### config.mk
export PLATFORM = sky130hd
export DESIGN_NAME = plastic_syn_lock
export DESIGN_NICKNAME = d
export VERILOG_FILES = /design/src/rtl/syn_pkg.sv /design/src/rtl/syn_rst_sync.sv /design/src/rtl/syn_step_sat.sv /design/src/rtl/syn_gate_ctl.sv /design/src/rtl/plastic_syn_lock.sv
export SDC_FILE = /design/constraint.sdc
export NUM_CORES = 1
export LEC_CHECK = 0
export BUFFER_PORTS_ARGS = -buffer_cell sky130_fd_sc_hd__buf_4
export CAP_MARGIN = 10
export CORE_MARGIN = 1
export CORE_UTILIZATION = 47
export DETAILED_ROUTE_END_ITERATION = 6
export MAX_ROUTING_LAYER = met4
export PLACE_DENSITY = 0.74
export RECOVER_POWER = 50
export SYNTH_ARGS = -nofsm -noshare
export SYNTH_HDL_FRONTEND = slang
export SYNTH_SLANG_ARGS = --single-unit
### constraint.sdc
create_clock -name clk_i -period 1.25 [get_ports clk_i]
set_clock_uncertainty 0.2 [all_clocks]
set_input_delay 0.125 -clock clk_i [delete_from_list [all_inputs] [get_ports clk_i]]
set_output_delay 0.125 -clock clk_i [all_outputs]
set_load 0.01 [all_outputs]
### src/rtl/syn_pkg.sv
package syn_pkg;
  typedef enum logic {
    DIR_DEPRESS = 1'b0,
    DIR_POTENT  = 1'b1
  } dir_e;
endpackage

### src/rtl/syn_rst_sync.sv
module syn_rst_sync #(
  parameter int STAGES = 2
) (
  input  logic clk_i,
  input  logic rst_ni,
  output logic rst_sync_no
);
  logic [STAGES-1:0] chain_q;

  generate
    for (genvar s = 0; s < STAGES; s++) begin : g_stage
      if (s == 0) begin : g_first
        always_ff @(posedge clk_i or negedge rst_ni) begin
          if (!rst_ni) chain_q[s] <= 1'b0;
          else         chain_q[s] <= 1'b1;
        end
      end else begin : g_next
        always_ff @(posedge clk_i or negedge rst_ni) begin
          if (!rst_ni) chain_q[s] <= 1'b0;
          else         chain_q[s] <= chain_q[s-1];
        end
      end
    end
  endgenerate

  assign rst_sync_no = chain_q[STAGES-1];
endmodule

### src/rtl/syn_step_sat.sv
module syn_step_sat #(
  parameter int W    = 8,
  parameter int STEP = 16
) (
  input  logic signed [W-1:0] w_i,
  input  syn_pkg::dir_e       dir_i,
  output logic signed [W-1:0] w_o,
  output logic                lim_o
);
  localparam logic signed [W:0] MAXV  = {2'b00, {(W-1){1'b1}}};
  localparam logic signed [W:0] MINV  = {2'b11, {(W-1){1'b0}}};
  localparam logic signed [W:0] STEPV = (W+1)'(STEP);

  logic signed [W:0] ext;
  logic signed [W:0] sum;

  always_comb begin
    ext = {w_i[W-1], w_i};
    if (dir_i == syn_pkg::DIR_POTENT) sum = ext + STEPV;
    else                              sum = ext - STEPV;
    if (sum > MAXV)      w_o = MAXV[W-1:0];
    else if (sum < MINV) w_o = MINV[W-1:0];
    else                 w_o = sum[W-1:0];
    lim_o = (w_o == MAXV[W-1:0]) || (w_o == MINV[W-1:0]);
  end
endmodule

### src/rtl/syn_gate_ctl.sv
module syn_gate_ctl (
  input  logic clk_i,
  input  logic rst_ni,
  input  logic pre_spike_i,
  input  logic spike_q_i,
  input  logic replay_i,
  input  logic unlock_i,
  input  logic lim_i,
  output logic en_o,
  output logic apply_o,
  output logic lock_o
);
  logic lock_q, lock_d;
  logic pend_q, pend_d;

  always_comb begin
    apply_o = replay_i & ~lock_q & ~unlock_i;
    en_o    = pre_spike_i | spike_q_i | unlock_i | (~lock_q & (replay_i | pend_q));

    lock_d = lock_q;
    pend_d = pend_q;
    if (unlock_i) begin
      lock_d = 1'b0;
      pend_d = 1'b0;
    end else if (apply_o && lim_i) begin
      lock_d = 1'b1;
      pend_d = 1'b0;
    end else if (apply_o) begin
      pend_d = 1'b1;
    end else if (!replay_i && pend_q) begin
      lock_d = 1'b1;
      pend_d = 1'b0;
    end
  end

  always_ff @(posedge clk_i or negedge rst_ni) begin
    if (!rst_ni) begin
      lock_q <= 1'b0;
      pend_q <= 1'b0;
    end else if (en_o) begin
      lock_q <= lock_d;
      pend_q <= pend_d;
    end
  end

  assign lock_o = lock_q;
endmodule

### src/rtl/plastic_syn_lock.sv
module plastic_syn_lock #(
  parameter int W          = 8,
  parameter int STEP       = 16,
  parameter int RST_STAGES = 2
) (
  input  logic                clk_i,
  input  logic                rst_ni,
  input  logic signed [W-1:0] seed_i,
  input  logic                pre_spike_i,
  input  logic                replay_i,
  input  logic                ltp_sel_i,
  input  logic                unlock_i,
  output logic signed [W-1:0] post_o,
  output logic                clk_en_o
);
  logic                rst_sync_n;
  logic                en;
  logic                apply;
  logic                lock_q;
  logic                lim;
  logic                spike_q;
  logic signed [W-1:0] w_q, w_d, w_step;
  logic signed [W-1:0] post_q, post_d;
  syn_pkg::dir_e       dir;

  syn_rst_sync #(.STAGES(RST_STAGES)) u_rst (
    .clk_i       (clk_i),
    .rst_ni      (rst_ni),
    .rst_sync_no (rst_sync_n)
  );

  assign dir = ltp_sel_i ? syn_pkg::DIR_POTENT : syn_pkg::DIR_DEPRESS;

  syn_step_sat #(.W(W), .STEP(STEP)) u_step (
    .w_i   (w_q),
    .dir_i (dir),
    .w_o   (w_step),
    .lim_o (lim)
  );

  syn_gate_ctl u_gate (
    .clk_i       (clk_i),
    .rst_ni      (rst_sync_n),
    .pre_spike_i (pre_spike_i),
    .spike_q_i   (spike_q),
    .replay_i    (replay_i),
    .unlock_i    (unlock_i),
    .lim_i       (lim),
    .en_o        (en),
    .apply_o     (apply),
    .lock_o      (lock_q)
  );

  always_comb begin
    w_d    = apply ? w_step : w_q;
    post_d = pre_spike_i ? w_q : '0;
  end

  // weight is seeded from the input while in reset
  always_ff @(posedge clk_i) begin
    if (!rst_sync_n) w_q <= seed_i;
    else if (en)     w_q <= w_d;
  end

  always_ff @(posedge clk_i or negedge rst_sync_n) begin
    if (!rst_sync_n) begin
      spike_q <= 1'b0;
      post_q  <= '0;
    end else if (en) begin
      spike_q <= pre_spike_i;
      post_q  <= post_d;
    end
  end

  assign post_o   = post_q;
  assign clk_en_o = en;
endmodule

* Yosys cells after proc, flatten, opt, wreduce, memory -nomap -nowiden *
Cells that the tools add are included.

storage, ports and cells
  output and inout port bits = 9
  bits in latches = 0
  bits in writable memories = 0
  memories kept = 0
  ROM bits = 0
  input port bits = 14
  register bits after elaboration = 21
  logic and storage cells = 50

cells by class
  reduce and logical (&&, ||, !) cells = 9
  div/mod/pow operators = 0
  bitwise logic cells = 9
  shift operators = 0
  add/sub/neg operators = 2
  mux-type cells = 16
  multiply operators = 0
  equality and inequality tests = 5
  $lt $le $gt $ge = 2

operator list
  operator                                             number
  two-way mux 8 bit                                    6
  adder 8 x 6 -> 9 bit, second input constant          1
  > comparator 9 x 8 -> 1 bit, second input constant   1
  < comparator 9 x 8 -> 1 bit, second input constant   1
  two-way mux 1 bit                                    9
  two-way mux 9 bit                                    1
  subtractor 8 x 6 -> 9 bit, second input constant     1
  equality test 8 x 7 -> 1 bit, second input constant  1
  equality test 8 bit, second input constant           1
  != test 2 bit, second input constant                 2
  OR 1 bit                                             4
  AND reduction 2 bit                                  2
  nonzero test 4 bit                                   1
  AND 1 bit                                            3
  != test 3 x 2 -> 1 bit, second input constant        1
  AND reduction 3 bit                                  1
  nonzero test 3 bit                                   1
  logical AND 1 bit                                    2
  inverter 1 bit                                       2
  logical NOT 1 bit                                    1
  logical OR 1 bit                                     1

* Longest topological paths before layout *
Gate-level depths: netlist (run 1).

  depth in word-level cells = 10
  mapped depth = 7
  depth with buffers taken out = 7

* Modules after synthesis *
From an unflattened synthesis (run 1), not the netlist that was laid out.

second synthesis, totals
  cell total of the unflattened synthesis = 115
  area, all modules = 1270.0 sq um

modules (own cells, without submodules)
  module            seq. area each (sq um)  times used  area each (sq um)  cells each
  plastic_syn_lock  465.4                   1           795.8              56
  syn_step_sat      0.0                     1           294.0              43
  syn_gate_ctl      50.0                    1           126.4              13
  syn_rst_sync      50.0                    1           53.8               3

* Least setup slack after synthesis (run 1) *
No wires, ideal clock.

  path kind = reg2reg
  start = register w_q[4]
  end = register w_q[0], data pin
  required time = 919 ps
  clock period less this slack = 2298 ps
  path slack = -1048 ps
  buffers on the path = 0
  cell stages (with the launch flop) = 7
  setup time = 131 ps
  arrival time = 1967 ps
  cell sequence = edfxtp_1 -> fa_1 -> inv_1 -> or4_4 -> nor2_1 -> o211a_1 -> a221o_1

on the way
  word-level cells in the longest chain between the ends = 8
  elaborated cells between the ends (all ways) = 10
  those cells by class = add/sub: 2; order compare: 2; mux: 6

ends and longest elaborated chain
  what                                                               line                                    text
  start, declared                                                    plastic_syn_lock.sv:22                  logic signed [W-1:0] w_q, w_d, w_step;
  start signal, assigned                                             plastic_syn_lock.sv:61                  if (!rst_sync_n) w_q <= seed_i;
  start signal, assigned                                             plastic_syn_lock.sv:62                  else if (en) w_q <= w_d;
  subtractor 8 x 6 -> 9 bit or adder 8 x 6 -> 9 bit (tied branches)  syn_step_sat.sv:20, syn_step_sat.sv:19
  two-way mux 9 bit (*)                                              syn_step_sat.sv:19                      if (dir_i == syn_pkg::DIR_POTENT) sum = ext + STEPV;
  < comparator 9 x 8 -> 1 bit                                        syn_step_sat.sv:22                      else if (sum < MINV) w_o = MINV[W-1:0];
  two-way mux 8 bit                                                  syn_step_sat.sv:22
  two-way mux 8 bit (*)                                              syn_step_sat.sv:21                      if (sum > MAXV) w_o = MAXV[W-1:0];
  two-way mux 8 bit (*)                                              plastic_syn_lock.sv:55                  w_d = apply ? w_step : w_q;
  two-way mux 8 bit (*)                                              plastic_syn_lock.sv:62
  two-way mux 8 bit (*)                                              plastic_syn_lock.sv:61

Every way passes the cells marked *; elsewhere a longest branch is shown, timed or not. The select of a mux whose other input is x is not followed.
A chain may end at the register's enable or synchronous reset.

* Worst setup path after layout (run 1) *
  start = register w_q[5]
  end = register w_q[5], data pin

The elaborated chain is that of the path after synthesis.

==> metrics.csv, run 1 <==
metric,value,unit
status,"finished, violations left",
failing checks,"negative hold slack, negative setup slack",
Final Hold Vio Count,4,
routed wire length,2792,microns
DRT iter0 DRCs,8,
CP Capture Point,w_q[5]$_DFFE_PP_,
setup ws final,-1.045,ns
Rows,16,
most frequent cells in the layout,"40 x buf_4, 13 x dfrtp_1, 9 x dlygate4sd3_1",
CP Cell Sequence,fa_2 > xnor2_2 > or4_4 > nor2_4 > o211a_4 > a221o_1,
via count,931,
"commonest non-fill, non-tap cell in the layout",buf_4,
Synth Warn #,0,
Critical Path RT,1.22,ns
CP Data Arrival Time,2.27,ns
Peak Freq,435.8,MHz
vias in the first global route,1001,
Worst Hold Class,primary input to flip-flop,
fillers,117,
TritonCTS clock tree,done,
sequential fraction of the synthesis area,0.5553,
worst-case reg-to-reg path depth,6,
total grt overflow,0,
syn_area_per_cell,12.42,sq um
power per cell area,1487,nW/um^2
cell area after layout,1672,sq um
Placed Instance Area,1380,sq um
number of port buffers,22,
Placed Instances,147,
"top cells by area, synth","dfrtp_1 32%, edfxtp_1 24%, a22o_1 6.9%",
total clock sinks,21,
flip-flop and latch count after synthesis,21,
Startpoint Class,flip-flop,
r2r setup slk,-1.04,ns
DP HPWL,1734,microns
WL/cell,16.72,microns
initial antenna violation count,0,
Design Power,2.486,mW
kind of critical path,flip-flop to flip-flop,
Max-Cap Viols,0,
root buf cell,clkbuf_4,
Final Max Slew Viols,0,
Worst path top cell family by delay,simple AND/OR/NAND/NOR gates,
share of cells above drive strength 1,0.5214,
drt drc,0,
final setup fails,25,
drt via density,5.575,
VDD IR-drop max,0.0009397,V
Cells after Synth,82,
main flop type after synthesis,dfrtp_1,
Routed Antenna Nets,0,
nets,160,
TritonRoute pass-1 iters,4,
I/O pins,23,
Mapped Area,1018,sq um
Antenna Cells,0,
Post-Layout Cell Count,167,
clk slew on worst S/H paths,0.10,ns
top cell type's share of synthesized area,0.3194,
Leakage Power,0.7621,nW
H-Tree Depth,1,
clock buffer count from CTS,3,
Worst Path Max Fanout,6,
die area,2357,sq um
first-pass GRT wire length,4540,microns
clock tree buffer depth,2,
CP max stage cell,or4_4,
Worst R2R Start,w_q[5]$_DFFE_PP_,
RR Endpoint,w_q[5]$_DFFE_PP_,
core area,2002,sq um
CP Buf/Inv Count,0,
Syn Nets,101,
CP Launch Point,w_q[5]$_DFFE_PP_,
largest area contributor in the netlist,dfrtp_1,
Die Wd,48.55,microns
Cell variety after synth,27,
Critical Path Sink Type,flip-flop,
stages on the worst setup path,6,
starting density of the core,0.5088,
largest net degree at the start of global routing,15,
RSZ-0062 raised after global routing,true,
"Clk Latency, worst-skew pair",0.30,ns
GRT Util Overall,0.2647,
fin crit share,1.836,
hold_ws,-0.06523,ns
Synth-to-Final Area Change,64.13,%
"EDFF count, synth",8,
fraction of registers with async set/reset,0.6190,
chip height,48.55,microns
max incr delay on CP,0.50,ns
Final min period,2.295,ns
final RePlAce weighted congestion,0.8127,
## through the flow
stage	setup WS [ns]	util	setup TNS, ns	hold WS (ns)
2_1_floorplan	-0.9504	-	-8.688	-0.3706
3_3_place_gp	-0.9981	0.6894	-9.184	-0.2921
3_5_place_dp	-1.093	0.6894	-10.03	-0.2918
4_1_cts	-1.006	0.7869	-11.10	-0.07182
5_1_grt	-1.119	0.8350	-12.48	-0.08336
6_report	-1.045	0.8350	-10.74	-0.06523
## where the power goes
part / internal, mW / switching (mW)
combinational: 0.688 / 0.531
clock: 0.125 / 0.197
sequential: 0.859 / 0.0864
total: 1.67 / 0.815
## flip-flops by register name (all words and copies together) (netlist names)
name / count
w_q: 8
spike_q: 1
u_gate.lock_o: 1
post_o: 8
u_gate.pend_q: 1
u_rst.rst_sync_no: 1
u_rst.chain_q: 1
## worst min-delay path by stage
stage,from,to,slack [ns],cells past startpoint
after floorplan,rst_ni,u_rst.chain_q[0]$_DFF_PN0_,-0.37,0
after CTS,seed_i[3],w_q[3]$_DFFE_PP_,-0.07,2
after global routing,seed_i[0],w_q[0]$_DFFE_PP_,-0.08,2
final,seed_i[1],w_q[1]$_DFFE_PP_,-0.07,2
after global placement,rst_ni,u_rst.chain_q[0]$_DFF_PN0_,-0.29,1
after detailed placement,rst_ni,u_rst.chain_q[0]$_DFF_PN0_,-0.29,1
## routing by layer
layer,track usage,wire [microns],vias up
li1,-,-,435
met1,0.3202,1149,465
met2,0.4366,1492,25
met3,0.06604,106,6
met4,0.08333,43,0
met5,-,0,-
## worst register-to-register path, delay by kind of cell (launching register included)
| family | cells | cell delay, ns |
|---|---|---|
| simple gates | 2 | 0.60 |
| flops | 1 | 0.45 |
| fa+ha+maj | 1 | 0.43 |
| compound gates | 2 | 0.34 |
| xor+xnor | 1 | 0.16 |
## logic make-up after synthesis
logic type / count (synthesis) / share of synthesized area
compound gates: 30 / 0.2420
xor+xnor: 2 / 0.01720
fa+ha+maj: 5 / 0.06880
buf+inv: 10 / 0.03686
flops: 21 / 0.5553
mux: 1 / 0.009828
other cells: 1 / 0.003682
simple gates: 12 / 0.06634
## cell usage after synthesis, types with 2 or more instances
| library cell | count |
|---|---|
| dfrtp_1 | 13 |
| o21a_1 | 2 |
| nor2b_1 | 3 |
| ha_1 | 4 |
| a221o_1 | 6 |
| edfxtp_1 | 8 |
| o211a_1 | 2 |
| xnor2_1 | 2 |
| clkbuf_1 | 3 |
| inv_1 | 7 |
| a21oi_1 | 5 |
| nor3_1 | 2 |
| a22o_1 | 8 |
| nor2_1 | 3 |
| a21o_1 | 2 |
## layout make-up
class | count | area, sq um | area share
sequential | 21 | 565.5 | 0.3383
multi-input combinational | 51 | 540.5 | 0.3234
timing repair buffer | 57 | 474.2 | 0.2837
tap | 27 | 33.78 | 0.02021
inverter | 7 | 31.28 | 0.01871
clock buffer | 4 | 26.28 | 0.01572
## what timing repair did
item | CTS | global route
endpoints found under the setup margin | 19 | 27
endpoints found under the hold margin | 12 | 6
pin swaps | 16 | 12
hold buffers | 7 | 2
gates resized for setup | 13 | 15
buffers inserted | 5 | 5
Power figures use the tool's default switching activity.
==> inputs of run 2 (changes only) <==
--- a/config.mk
+++ b/config.mk
@@ -7,9 +7,9 @@
 export LEC_CHECK = 0
 export BUFFER_PORTS_ARGS = -buffer_cell sky130_fd_sc_hd__buf_4
 export CAP_MARGIN = 10
-export CORE_MARGIN = 1
 export CORE_UTILIZATION = 47
 export DETAILED_ROUTE_END_ITERATION = 6
+export HOLD_SLACK_MARGIN = 0.03
 export MAX_ROUTING_LAYER = met4
 export PLACE_DENSITY = 0.74
 export RECOVER_POWER = 50
==> run 2 against run 1 <==
Compared with the run above: the run still ends with negative hold slack, negative setup slack left; largest power group unchanged; worst hold slack got worse by 0.0041 ns; routed wire length is 0.93% lower; sequential cell count stayed put; highest routed layer unchanged; design area rose by 0.30%; critical endpoint unchanged; critical path type unchanged; clock-buffer cell count unchanged; sequential power about the same; via count down 0.75%; non-clock buffer count did not move; largest cell class unchanged; fmax about the same.
==> metrics.csv, run 2 (same netlist as run 1, synthesis figures left out) <==
metric,value,unit,change
power per cell area,1484,nW/um^2,-0.21%
Seq pwr share,0.381,,about the same
die area,2357,sq um,unchanged
initial antenna violation count,0,,unchanged
Die Wd,48.55,microns,unchanged
root buf cell,clkbuf_4,,
Synth-to-Final Area Change,64.62,%,
chip height,48.55,microns,unchanged
clock buffer count from CTS,3,,unchanged
pre-CTS WS,-1.093,ns,unchanged
hold depth,2,,unchanged
status,"finished, violations left",,
clock tree buffer depth,2,,unchanged
Leakage Power,0.7721,nW,+1.3%
nets,160,,unchanged
GRT Util Overall,0.2619,,-0.002793
share of cells above drive strength 1,0.5286,,+0.007143
vias in the first global route,986,,-1.5%
worst-case reg-to-reg path depth,6,,unchanged
switching power total,0.8162,mW,+0.18%
Final min period,2.296,ns,+0.001230 ns
Peak Freq,435.5,MHz,about the same
DP HPWL,1734,microns,unchanged
"commonest non-fill, non-tap cell in the layout",buf_4,,
first-pass GRT wire length,4485,microns,-1.2%
largest net degree at the start of global routing,15,,unchanged
cell area after layout,1677,sq um,+0.30%
Design Power,2.488,mW,about the same
drt drc,0,,unchanged
Routed Antenna Nets,0,,unchanged
core area,2002,sq um,unchanged
Critical Path Sink Type,flip-flop,,
Sw Share,0.3281,,about the same
hold_ws,-0.06938,ns,-0.004148 ns
"Clk Latency, worst-skew pair",0.31,ns,about the same
Startpoint Class,flip-flop,,
VDD IR-drop max,0.0009439,V,+0.45%
H-Tree Depth,1,,unchanged
Post-Layout Cell Count,167,,unchanged
Worst Hold Class,primary input to flip-flop,,
RSZ-0062 raised after global routing,true,,
setup ws final,-1.046,ns,-0.001230 ns
clk slew on worst S/H paths,0.10,ns,about the same
Antenna Cells,0,,unchanged
kind of critical path,flip-flop to flip-flop,,
TritonRoute pass-1 iters,4,,unchanged
Rows,16,,unchanged
total grt overflow,0,,unchanged
I/O pins,23,,unchanged
clock group share of total power,0.130,,about the same
Placed Instances,147,,unchanged
final setup fails,25,,unchanged
total clock sinks,21,,unchanged
DRT iter0 DRCs,13,,+5
most frequent cells in the layout,"40 x buf_4, 13 x dfrtp_1, 8 x a22o_1, 8 x dlygate4sd3_1, 8 x edfxtp_1",,
routed wire length,2766,microns,-0.93%
final RePlAce weighted congestion,0.8127,,unchanged
drt via density,5.533,,-0.75%
Worst Path Max Fanout,6,,unchanged
Final TNS setup,-10.72,ns,+0.02300 ns
failing checks,"negative hold slack, negative setup slack",,
starting density of the core,0.5088,,unchanged
WL/cell,16.56,microns,-0.93%
Critical Path RT,1.22,ns,about the same
Final Hold Vio Count,4,,unchanged
via count,924,,-0.75%
Placed Instance Area,1380,sq um,unchanged
CP Data Arrival Time,2.27,ns,about the same
Finished Core Util,0.8375,,+0.002500
combinational fraction of design power,0.489,,about the same
Cell Int Power,1.671,mW,about the same
TritonCTS clock tree,done,,
fin crit share,1.837,,about the same
Max-Cap Viols,0,,unchanged
number of port buffers,22,,unchanged
Final Max Slew Viols,0,,unchanged
-- run 2: path summary, 6_finish.rpt --
check,to,from,slack (ns)
worst max-delay path,w_q[5]$_DFFE_PP_,w_q[5]$_DFFE_PP_,-1.05
worst min-delay path,w_q[2]$_DFFE_PP_,seed_i[2],-0.07
worst max register to register,w_q[5]$_DFFE_PP_,w_q[5]$_DFFE_PP_,-1.05
worst min register to register,u_rst.rst_sync_no$_DFF_PN0_,u_rst.chain_q[0]$_DFF_PN0_,0.17
max in group asynchronous,u_rst.chain_q[0]$_DFF_PN0_,rst_ni,0.22
min in group asynchronous,post_o[3]$_DFFE_PN0P_,u_rst.rst_sync_no$_DFF_PN0_,0.22
-- run 2: routing by layer --
layer  up-vias  global-route usage  share of wire
li1        434                   -              -
met4         0             0.08333          0.016
met5         -                   -              0
met1       459              0.3182           0.42
met3         6             0.06604          0.037
met2        25              0.4296           0.53
-- run 2: layout make-up --
class / count / area (sq um)
clock buffers: 4 / 26.28
fillers: 115 / 325.3
inverters: 7 / 31.28
multi-input cells: 51 / 543.0
flip-flops and latches: 21 / 565.5
well taps: 27 / 33.78
repair buffers: 57 / 476.7
-- run 2: power by group through the flow --
stage | registers [mW] | logic [mW] | clock network, mW
2_1_floorplan | 0.974 | 0.435 | 0
3_3_place_gp | 0.942 | 0.858 | 0
3_5_place_dp | 0.950 | 0.883 | 0
4_1_cts | 0.938 | 1.00 | 0.327
5_1_grt | 0.956 | 1.31 | 0.356
6_report | 0.947 | 1.22 | 0.323
-- run 2: timing repair --
action                                  4_1_cts  5_1_grt
buffers inserted                              5        4
gates resized for setup                      13       16
endpoints found under the setup margin       19       27
endpoints found under the hold margin        18        6
hold buffers                                  7        2
pin swaps                                    16       13
-- run 2: worst max-delay path: stages, from the launching register on --
cell,delay [ns]
edfxtp_1,0.45
fa_2,0.43
xnor2_2,0.16
or4_4,0.50
nor2_4,0.10
o211a_4,0.21
a221o_1,0.12
==> inputs of run 3 (changes only) <==
--- a/config.mk
+++ b/config.mk
@@ -7,11 +7,12 @@
 export LEC_CHECK = 0
 export BUFFER_PORTS_ARGS = -buffer_cell sky130_fd_sc_hd__buf_4
 export CAP_MARGIN = 10
-export CORE_UTILIZATION = 47
+export CORE_ASPECT_RATIO = 1.25
+export CORE_UTILIZATION = 55
 export DETAILED_ROUTE_END_ITERATION = 6
 export HOLD_SLACK_MARGIN = 0.03
 export MAX_ROUTING_LAYER = met4
-export PLACE_DENSITY = 0.74
+export PLACE_DENSITY = 0.81
 export RECOVER_POWER = 50
 export SYNTH_ARGS = -nofsm -noshare
 export SYNTH_HDL_FRONTEND = slang
==> constraint.sdc (replaced) <==
create_clock -name clk_i -period 2.8 [get_ports clk_i]
set_clock_uncertainty 0.2 [all_clocks]
set_input_delay 0.28 -clock clk_i [delete_from_list [all_inputs] [get_ports clk_i]]
set_output_delay 0.28 -clock clk_i [all_outputs]
set_load 0.01 [all_outputs]
==> run 3 against run 2 <==
Compared with the run above: highest routed layer unchanged; fmax fell by 9.1%; clock-buffer cell count fell by 1; the run now ends clean; worst hold slack improved by 0.13 ns.
==> metrics.csv, run 3 (same netlist as run 1, synthesis figures left out) <==
metric,value,unit,change
Finished Core Util,0.7131,,-0.1244
Worst path top cell family by delay,compound AO/OA/AOI/OAI gates,,
DP HPWL,1514,microns,-13%
total clock sinks,21,,unchanged
RSZ-0062 raised after global routing,false,,
drt via density,5.969,,+7.9%
Worst R2R Start,w_q[4]$_DFFE_PP_,,
DRT iter0 DRCs,24,,+11
CP Buf/Inv Count,0,,unchanged
share of cells above drive strength 1,0.1622,,-0.3664
Design Power,0.8452,mW,-66%
worst-case reg-to-reg path depth,6,,unchanged
Synth-to-Final Area Change,22.11,%,
final RePlAce weighted congestion,0.8540,,+5.1%
kind of critical path,flip-flop to flip-flop,,
final setup fails,0,,-100%
Final min period,2.527,ns,+0.2308 ns
Placed Instance Area,1204,sq um,-13%
fin crit share,0.9024,,-0.9343
WL/cell,17.20,microns,+3.8%
Final Hold Vio Count,0,,-4
Final TNS setup,0,ns,+10.72 ns
VDD IR-drop max,0.0004407,V,-53%
chip height,50.11,microns,+3.2%
r2r setup slk,0.27,ns,+1.32 ns
Worst Path Max Fanout,6,,unchanged
hold path start,seed_i[1],,
H-Tree Depth,1,,unchanged
cell area after layout,1244,sq um,-26%
"Gates resized, CTS repair",0,,-13
most frequent cells in the layout,"13 x buf_4, 13 x dfrtp_1, 10 x clkbuf_1",,
setup ws final,0.2732,ns,+1.319 ns
vias in the first global route,733,,-26%
via count,776,,-16%
status,completed,,
Routed Antenna Nets,0,,unchanged
stages on the worst setup path,6,,unchanged
routed wire length,2236,microns,-19%
I/O pins,23,,unchanged
max incr delay on CP,0.52,ns,+0.02 ns
total grt overflow,0,,unchanged
Final Max Slew Viols,0,,unchanged
"Clk Latency, worst-skew pair",0.31,ns,about the same
Startpoint Class,flip-flop,,
Leakage Power,0.5726,nW,-26%
CP Cell Sequence,fa_1 > xnor2_1 > or4_4 > nor2_1 > o211a_1 > a221o_1,,
CP Launch Point,w_q[4]$_DFFE_PP_,,
starting density of the core,0.5839,,+0.07518
power per cell area,679.6,nW/um^2,-54%
clk slew on worst S/H paths,0.12,ns,+0.02 ns
Die Wd,40.49,microns,-17%
core area,1744,sq um,-13%
die area,2029,sq um,-14%
Post CTS Setup Buffer Count,0,,-5
TritonCTS clock tree,done,,
CP Data Arrival Time,2.41,ns,+0.14 ns
Peak Freq,395.8,MHz,-9.1%
nets,131,,-18%
clock buffer count from CTS,3,,unchanged
RR Endpoint,w_q[5]$_DFFE_PP_,,
Placed Instances,121,,-18%
Worst Hold Class,primary input to flip-flop,,
number of port buffers,22,,unchanged
clock tree buffer depth,2,,unchanged
drt drc,0,,unchanged
Critical Path Sink Type,flip-flop,,
largest net degree at the start of global routing,18,,+3
CP Capture Point,w_q[5]$_DFFE_PP_,,
Post-Layout Cell Count,130,,-22%
Max-Cap Viols,0,,unchanged
GRT Util Overall,0.2743,,+0.01241
initial antenna violation count,0,,unchanged
TritonRoute pass-1 iters,4,,unchanged
Critical Path RT,2.68,ns,+1.46 ns
Rows,17,,+1
first-pass GRT wire length,3512,microns,-22%
pre-CTS WS,0.3332,ns,+1.426 ns
root buf cell,clkbuf_4,,
Antenna Cells,0,,unchanged
hold_ws,0.05934,ns,+0.1287 ns
CP max stage cell,edfxtp_1,,
==> run 3: changes by cell type in the layout (fill, tap and decap cells not counted), sizes merged <==
cell	delta
buf	-34
clkbuf	+8
dlygate4sd3	-3
clkinv	+1
dlymetal6s4s	-1
==> run 3: layout make-up <==
cell class              count  area [sq um]
flip-flops and latches     21         565.5
repair buffers             28         185.2
clock inverters             1         5.005
well taps                  19         23.77
multi-input cells          51         415.4
inverters                   7         26.28
fillers                   137         500.5
clock buffers               3         22.52
==> run 3: timing repair <==
| action | in CTS | in global routing |
|---|---|---|
| hold buffers | 5 | 0 |
| setup endpoints to repair | 0 | 0 |
| endpoints found under the hold margin | 15 | 0 |
==> run 3: layer usage <==
layer	wire length (microns)	vias to the layer above	global-route usage
met4	70	0	0.1611
met5	0	-	-
met3	101	7	0.04505
li1	-	376	-
met2	1184	33	0.4180
met1	879	360	0.3253
==> run 3: worst min path at each step <==
stage / slack (ns) / endpoint / depth (start not counted)
3_3_place_gp: -0.14 / u_rst.rst_sync_no$_DFF_PN0_ / 1
6_report: 0.06 / w_q[1]$_DFFE_PP_ / 2
5_1_grt: 0.05 / w_q[2]$_DFFE_PP_ / 2
4_1_cts: 0.06 / w_q[1]$_DFFE_PP_ / 2
2_1_floorplan: -0.22 / u_rst.chain_q[0]$_DFF_PN0_ / 0
3_5_place_dp: -0.14 / u_rst.rst_sync_no$_DFF_PN0_ / 1
==> run 3: where the power goes <==
group          internal (mW)  switching, mW  total [mW]
Combinational          0.122          0.143       0.265
Clock                 0.0535         0.0968       0.150
Sequential             0.384         0.0458       0.429
Total                  0.559          0.286       0.845
